===== src/rtl/ais_pkg.sv =====
package ais_pkg;

  typedef enum logic [1:0] {
    MODE_SLIDE  = 2'b00,
    MODE_PAIR   = 2'b01,
    MODE_SINGLE = 2'b10,
    MODE_RSVD   = 2'b11
  } ais_mode_e;

  // The reserved code behaves like the sliding rule.
  function automatic ais_mode_e fold_mode(input logic [1:0] sel);
    ais_mode_e m;
    m = ais_mode_e'(sel);
    if (m == MODE_RSVD) m = MODE_SLIDE;
    return m;
  endfunction

endpackage


===== src/rtl/ais_slide_win.sv =====
module ais_slide_win #(
  parameter int WIN_BITS  = 8192,
  parameter int MIN_ZEROS = 9
) (
  input  logic clk,
  input  logic rst,
  input  logic restart,
  input  logic bit_ok,
  input  logic bit_zero,
  output logic set_o,
  output logic clr_o
);
  localparam int TS_W  = $clog2(WIN_BITS);
  localparam int PTR_W = (MIN_ZEROS > 1) ? $clog2(MIN_ZEROS) : 1;
  localparam int CNT_W = $clog2(MIN_ZEROS + 1);
  localparam logic [TS_W-1:0]  TS_LAST  = TS_W'(WIN_BITS - 1);
  localparam logic [PTR_W-1:0] PTR_LAST = PTR_W'(MIN_ZEROS - 1);
  localparam logic [CNT_W-1:0] CNT_FULL = CNT_W'(MIN_ZEROS);

  // Arrival indexes of the most recent zeros (small memory, no reset)
  logic [TS_W-1:0]  ring [MIN_ZEROS];
  logic [TS_W-1:0]  ts_q, seen_q;
  logic [PTR_W-1:0] old_q, wr_q, old_n, wr_n;
  logic [CNT_W-1:0] cnt_q, cnt_n;
  logic             leave, enter, we, full_seen, decide;

  function automatic logic [PTR_W-1:0] ptr_inc(input logic [PTR_W-1:0] p);
    return (p == PTR_LAST) ? '0 : p + PTR_W'(1);
  endfunction

  assign full_seen = (seen_q == TS_LAST);
  assign leave     = bit_ok && (cnt_q != '0) && (ring[old_q] == ts_q);
  assign enter     = bit_ok && bit_zero;

  always_comb begin
    cnt_n = cnt_q;
    old_n = old_q;
    wr_n  = wr_q;
    we    = 1'b0;
    if (leave) begin
      old_n = ptr_inc(old_q);
      cnt_n = cnt_q - CNT_W'(1);
    end
    if (enter) begin
      we   = 1'b1;
      wr_n = ptr_inc(wr_q);
      if (!leave && cnt_q == CNT_FULL) old_n = ptr_inc(old_q);
      else                             cnt_n = cnt_n + CNT_W'(1);
    end
  end

  assign decide = bit_ok && full_seen;
  assign set_o  = decide && (cnt_n <  CNT_FULL);
  assign clr_o  = decide && (cnt_n == CNT_FULL);

  always_ff @(posedge clk) begin
    if (we) ring[wr_q] <= ts_q;
  end

  always_ff @(posedge clk) begin
    if (rst || restart) begin
      ts_q   <= '0;
      seen_q <= '0;
      old_q  <= '0;
      wr_q   <= '0;
      cnt_q  <= '0;
    end else if (bit_ok) begin
      ts_q   <= (ts_q == TS_LAST) ? '0 : ts_q + TS_W'(1);
      if (!full_seen) seen_q <= seen_q + TS_W'(1);
      old_q  <= old_n;
      wr_q   <= wr_n;
      cnt_q  <= cnt_n;
    end
  end


  zero_cnt_bound_chk: assert property (@(posedge clk) disable iff (rst)
    cnt_q <= CNT_FULL);


  ptr_range_chk: assert property (@(posedge clk) disable iff (rst)
    (old_q <= PTR_LAST) && (wr_q <= PTR_LAST));

endmodule


===== src/rtl/ais_block_win.sv =====
module ais_block_win #(
  parameter int BLK_BITS  = 512,
  parameter int MIN_ZEROS = 3
) (
  input  logic clk,
  input  logic rst,
  input  logic restart,
  input  logic bit_ok,
  input  logic bit_zero,
  input  logic pair_rule,
  output logic set_o,
  output logic clr_o
);
  localparam int POS_W = $clog2(BLK_BITS);
  localparam int ZC_W  = $clog2(MIN_ZEROS + 1);
  localparam logic [POS_W-1:0] POS_LAST = POS_W'(BLK_BITS - 1);
  localparam logic [ZC_W-1:0]  ZC_SAT   = ZC_W'(MIN_ZEROS);

  logic [POS_W-1:0] pos_q;
  logic [ZC_W-1:0]  zc_q, zc_n;
  logic             prev_low_q, prev_ok_q;
  logic             last, low, pair_set, pair_clr;

  assign zc_n = (bit_zero && zc_q != ZC_SAT) ? zc_q + ZC_W'(1) : zc_q;
  assign last = bit_ok && (pos_q == POS_LAST);
  assign low  = (zc_n < ZC_SAT);

  assign pair_set = prev_ok_q &&  prev_low_q &&  low;
  assign pair_clr = prev_ok_q && !prev_low_q && !low;

  assign set_o = last && (pair_rule ? pair_set :  low);
  assign clr_o = last && (pair_rule ? pair_clr : !low);

  always_ff @(posedge clk) begin
    if (rst || restart) begin
      pos_q      <= '0;
      zc_q       <= '0;
      prev_low_q <= 1'b0;
      prev_ok_q  <= 1'b0;
    end else if (bit_ok) begin
      if (last) begin
        pos_q      <= '0;
        zc_q       <= '0;
        prev_low_q <= low;
        prev_ok_q  <= 1'b1;
      end else begin
        pos_q <= pos_q + POS_W'(1);
        zc_q  <= zc_n;
      end
    end
  end


  blk_zero_sat_chk: assert property (@(posedge clk) disable iff (rst)
    zc_q <= ZC_SAT);

endmodule


===== src/rtl/ais_flag_reg.sv =====
module ais_flag_reg (
  input  logic clk,
  input  logic rst,
  input  logic restart,
  input  logic set_i,
  input  logic clr_i,
  output logic ais_o,
  output logic chg_o
);
  logic ais_n;

  always_comb begin
    ais_n = ais_o;
    if (restart)    ais_n = 1'b0;
    else if (set_i) ais_n = 1'b1;
    else if (clr_i) ais_n = 1'b0;
  end

  always_ff @(posedge clk) begin
    if (rst) begin
      ais_o <= 1'b0;
      chg_o <= 1'b0;
    end else begin
      ais_o <= ais_n;
      chg_o <= (ais_n != ais_o);
    end
  end


  chg_matches_toggle_chk: assert property (@(posedge clk) disable iff (rst)
    chg_o |-> (ais_o != $past(ais_o)));


  set_clr_exclusive_chk: assert property (@(posedge clk) disable iff (rst)
    !(set_i && clr_i));

endmodule


===== src/rtl/ais_monitor.sv =====
module ais_monitor
  import ais_pkg::*;
#(
  parameter int SLIDE_BITS  = 8192,
  parameter int SLIDE_ZEROS = 9,
  parameter int BLOCK_BITS  = 512,
  parameter int BLOCK_ZEROS = 3
) (
  input  logic       clk,
  input  logic       rst,
  input  logic       bit_valid,
  input  logic       bit_data,
  input  logic [1:0] mode_sel,
  input  logic       host_en,
  output logic       ais,
  output logic       ais_chg
);
  ais_mode_e mode_eff, mode_q;
  logic      restart, bit_ok;
  logic      s_set, s_clr, b_set, b_clr, f_set, f_clr;
  logic      is_slide;

  assign mode_eff = fold_mode(mode_sel);
  assign restart  = !host_en || (mode_eff != mode_q);
  assign bit_ok   = bit_valid && !restart;
  assign is_slide = (mode_q == MODE_SLIDE);

  always_ff @(posedge clk) begin
    if (rst) mode_q <= MODE_SLIDE;
    else     mode_q <= mode_eff;
  end

  ais_slide_win #(
    .WIN_BITS (SLIDE_BITS),
    .MIN_ZEROS(SLIDE_ZEROS)
  ) u_slide (
    .clk     (clk),
    .rst     (rst),
    .restart (restart),
    .bit_ok  (bit_ok && is_slide),
    .bit_zero(!bit_data),
    .set_o   (s_set),
    .clr_o   (s_clr)
  );

  ais_block_win #(
    .BLK_BITS (BLOCK_BITS),
    .MIN_ZEROS(BLOCK_ZEROS)
  ) u_block (
    .clk      (clk),
    .rst      (rst),
    .restart  (restart),
    .bit_ok   (bit_ok && !is_slide),
    .bit_zero (!bit_data),
    .pair_rule(mode_q == MODE_PAIR),
    .set_o    (b_set),
    .clr_o    (b_clr)
  );

  assign f_set = is_slide ? s_set : b_set;
  assign f_clr = is_slide ? s_clr : b_clr;

  ais_flag_reg u_flag (
    .clk    (clk),
    .rst    (rst),
    .restart(restart),
    .set_i  (f_set),
    .clr_i  (f_clr),
    .ais_o  (ais),
    .chg_o  (ais_chg)
  );


  host_off_clears_chk: assert property (@(posedge clk) disable iff (rst)
    !host_en |=> !ais);


  mode_change_clears_chk: assert property (@(posedge clk) disable iff (rst)
    (mode_eff != mode_q) |=> !ais);

endmodule


===== config.mk =====
export PLATFORM = sky130hd
export DESIGN_NAME = ais_monitor
export DESIGN_NICKNAME = d
export VERILOG_FILES = /design/src/rtl/ais_pkg.sv /design/src/rtl/ais_slide_win.sv /design/src/rtl/ais_block_win.sv /design/src/rtl/ais_flag_reg.sv /design/src/rtl/ais_monitor.sv
export SDC_FILE = /design/constraint.sdc
export NUM_CORES = 1
export LEC_CHECK = 0
export ABC_CLOCK_PERIOD_IN_PS = 4700
export BUFFER_PORTS_ARGS = -buffer_cell sky130_fd_sc_hd__buf_2
export CELL_PAD_IN_SITES_DETAIL_PLACEMENT = 1
export CELL_PAD_IN_SITES_GLOBAL_PLACEMENT = 2
export CORE_ASPECT_RATIO = 0.75
export CORE_MARGIN = 4
export CORE_UTILIZATION = 45
export DETAILED_ROUTE_END_ITERATION = 12
export GPL_ROUTABILITY_DRIVEN = 0
export GPL_TIMING_DRIVEN = 0
export PLACE_DENSITY = 0.8
export SKIP_CTS_REPAIR_TIMING = 1
export SLEW_MARGIN = 0
export SYNTH_ARGS = -nofsm -noshare
export SYNTH_HDL_FRONTEND = slang
export SYNTH_HIERARCHICAL = 1
export SYNTH_SLANG_ARGS = --single-unit

===== constraint.sdc =====
create_clock -name clk -period 4.7 [get_ports clk]
set_input_delay 0.705 -clock clk [delete_from_list [all_inputs] [get_ports clk]]
set_output_delay 0.705 -clock clk [all_outputs]
set_load 0.01 [all_outputs]

==> impl_metrics.csv <==
group,metric,value,unit
critical_path,crit_required,5.05,ns
worst_hold_path,worstHoldStart,"u_block/pos_q[8]",
clock_tree,clock-sinks,176,
power,leakagePower,2.964,nW
clock_tree,numCtsBuffers,17,
timing,fin_skew,0.005690,ns
synthesis,avgSynthCellArea,12.82,sq um
route,drtAntennaViolNets,0,
floorplanning,rows,41,
synthesis,synth-seq-cells,176,
floorplanning,chipHeight,122.4,um
floorplanning,initial_core_util,46.27,%
critical_path,cpPeakStageDelay,0.45,ns
route,topRoutingLayerUsed,"met4",
worst_hold_path,worstHoldPathType,"register to register",
route,drcViolationCount,0,
finish,final_nets,662,
critical_path,path_max_fanout,10,
timing,fmax,242.9,MHz
global_route,grt_pass1_wl,29750,um
synthesis,syn_inst,613,
global_route,overflow,0,
place,hpwl,12900,um
power,p_total,2.995,mW
power,power_density,341.9,mW/mm^2
route,wl_per_cell,20.91,um
clock_tree,cts_tree,"done",
synthesis,syn_nets,633,
route,routed_via_density,5.621,
finish,fin_util,51.60,%
floorplanning,io_pins,9,
timing,max_slew.worst_pin.slew,1.021,ns
critical_path,arrival,4.47,ns
clock_tree,clk_latency,0.43,ns
timing,final.min_clock_period,4.117,ns
clock_tree,clockRootBuffer,"clkbuf_16",
synthesis,synth-edff-count,117,
critical_path,reg2reg_slack,0.58,ns
critical_path,crit_top_cell,"buf_2",
timing,setup_tns,0,ns
global_route,grt_pass1_vias,5296,
timing,setup_viol,0,
synthesis,yosys_warnings,6,
critical_path,cp_slowest_cell,"or4_1",
timing,timing.hold.ws,0.4823,ns
route,met1Wirelength,9138,um
clock_tree,clk_pin_slew,0.07,ns
route,routed_wl,18640,um
timing,max-slew-margin-rel,31.38,%
route,drtIter0Drc,410,
place,io_buffers,8,
synthesis,yosysSeqAreaShare,59.75,%
route,vias,5008,
critical_path,rr_worst_depth,14,
global_route,grt_max_degree,17,
run,cap_violations,0,
synthesis,synthArstFlopShare,0,%
floorplanning,fp.dieArea,0.01966,sq mm
clock_tree,clk_path_buf_depth,2,
global_route,antenna_found_initial,0,
route,wl_met2,8661,um
floorplanning,die-width,160.6,um
synthesis,synth_cell_types,67,
timing,rsz0062_at_grt,"no",
critical_path,crit_type,"register to register",
timing,min_period_over_period,87.59,%
critical_path,crit_path_cell_trace,"buf_2, buf_2, mux4_2, mux2i_1, nor2b_1, o221ai_1, a22oi_2, nand4_4, a211o_1, or4_1, o31ai_1, mux2_2, nand2b_1, a221oi_2",
finish,antenna_cells,0,
critical_path,r2r-end,"u_flag/chg_o",
power,ir_drop,0.2200,mV
timing,finalMaxSlewViolations,0,
global_route,track_usage,20.02,%
route,dr.pass1.iters,5,
route,routed-wl-met3,609,um
worst_hold_path,hold_path_end,"u_block/pos_q[8]",
clock_tree,htree_levels,4,
finish,area.growth.synth_to_final,11.51,%
timing,hold_viol_final,0,
critical_path,start_kind,"register",
critical_path,end_kind,"register",
floorplanning,coreArea,0.01698,sq mm
synthesis,synth_area,0.007856,sq mm
outcome,status,"finished, final reports clean",
synthesis,synthFlopType,"edfxtp_1",
worst_hold_path,whs_path_depth,2,
finish,drive_above_1_share,12.52,%
worst max path at each step:
stage / cells past startpoint / start / endpoint / slack [ns]
floorplan: 13 / mode_sel[0] / u_flag/chg_o / 0.76
global placement: 14 / mode_sel[0] / u_flag/chg_o / -0.52
detailed placement: 14 / mode_sel[0] / u_flag/chg_o / 0.30
CTS: 14 / register / u_flag/chg_o / 0.58
global route: 14 / register / u_flag/chg_o / 0.39
finish: 14 / register / u_flag/chg_o / 0.58
synth_stat cells (8+ instances only):
master	count	area [sq um]
edfxtp_1	117	3513
dfxtp_1	59	1181
nor2_1	48	180.2
nand2_1	34	127.6
a21oi_1	31	155.2
mux2i_1	29	290.3
xor2_1	28	245.2
inv_1	20	75.07
nand3_1	20	100.1
mux4_2	17	382.9
xnor2_1	15	131.4
and2_1	13	81.33
ha_1	13	162.7
o21ai_0	13	65.06
nand2b_1	12	75.07
or3_1	11	68.82
nand4_1	10	62.56
nor2b_1	9	56.30
nor3_1	9	45.04
clkbuf_1	8	30.03
cell type report:
| class | instances | area [sq um] |
|---|---|---|
| fillers | 1729 | 8219 |
| flip-flops and latches | 176 | 4695 |
| multi-input cells | 397 | 2967 |
| clock buffers | 18 | 429.2 |
| well taps | 236 | 295.3 |
| plain buffers | 20 | 125.1 |
| clock inverters | 14 | 118.9 |
| inverters | 20 | 75.07 |
| repair buffers | 10 | 56.30 |
power by group:
group | leakage (nW) | internal, mW | switching [mW]
clock network | 0.259 | 0.726 | 0.592
registers | 1.67 | 1.63 | 0.00214
logic | 1.04 | 0.0140 | 0.0287
cell families after synthesis:
logic type      after synthesis  synth area share (%)
compound gates               90                 7.756
xor+xnor                     43                 4.794
fa+ha+maj                    13                 2.070
buf+inv                      40                 2.548
flops                       176                 59.75
mux                          51                 9.508
simple gates                200                 13.57
metrics by stage:
step / cell area [sq um] / instances / setup slack (ns)
finish: 8761 / 891 / 0.5834
global route: 8761 / 891 / 0.3868
CTS: 8761 / 891 / 0.5808
detailed placement: 8213 / 859 / 0.2985
global placement: 8192 / 857 / -0.5180
floorplan: 7856 / 613 / 0.7552
critical path: cells and delay by family (launching register included):
| kind | cells | cell delay [ns] |
|---|---|---|
| buf+inv | 2 | 0.65 |
| compound gates | 5 | 1.14 |
| simple gates | 4 | 0.99 |
| mux | 3 | 0.89 |
| flops | 1 | 0.37 |
per-layer routing:
metal	GRT usage, %	up-vias
met5	0	-
met2	31.43	73
met4	5.588	0
li1	-	2346
met3	4.666	19
met1	28.20	2570
cells in the final DEF (no fill, tap or decap), types with 15 or more instances in the layout:
cell / instances
edfxtp_1: 117
clkbuf_16: 17
xor2_1: 28
inv_1: 20
nand2_1: 34
buf_2: 15
a21oi_1: 31
mux4_2: 17
dfxtp_1: 59
nor2_1: 48
xnor2_1: 15
nand3_1: 20
mux2i_1: 29
registers in the layout (all words and copies together), names as in the netlist, 2 cells and up, named ones only:
name            flops
u_slide/ring      117
u_slide/seen_q     13
u_slide/ts_q       13
u_block/pos_q       9
u_slide/cnt_q       4
u_slide/old_q       4
u_slide/wr_q        4
mode_q              2
u_block/zc_q        2
(Power assumes the default switching activity.)
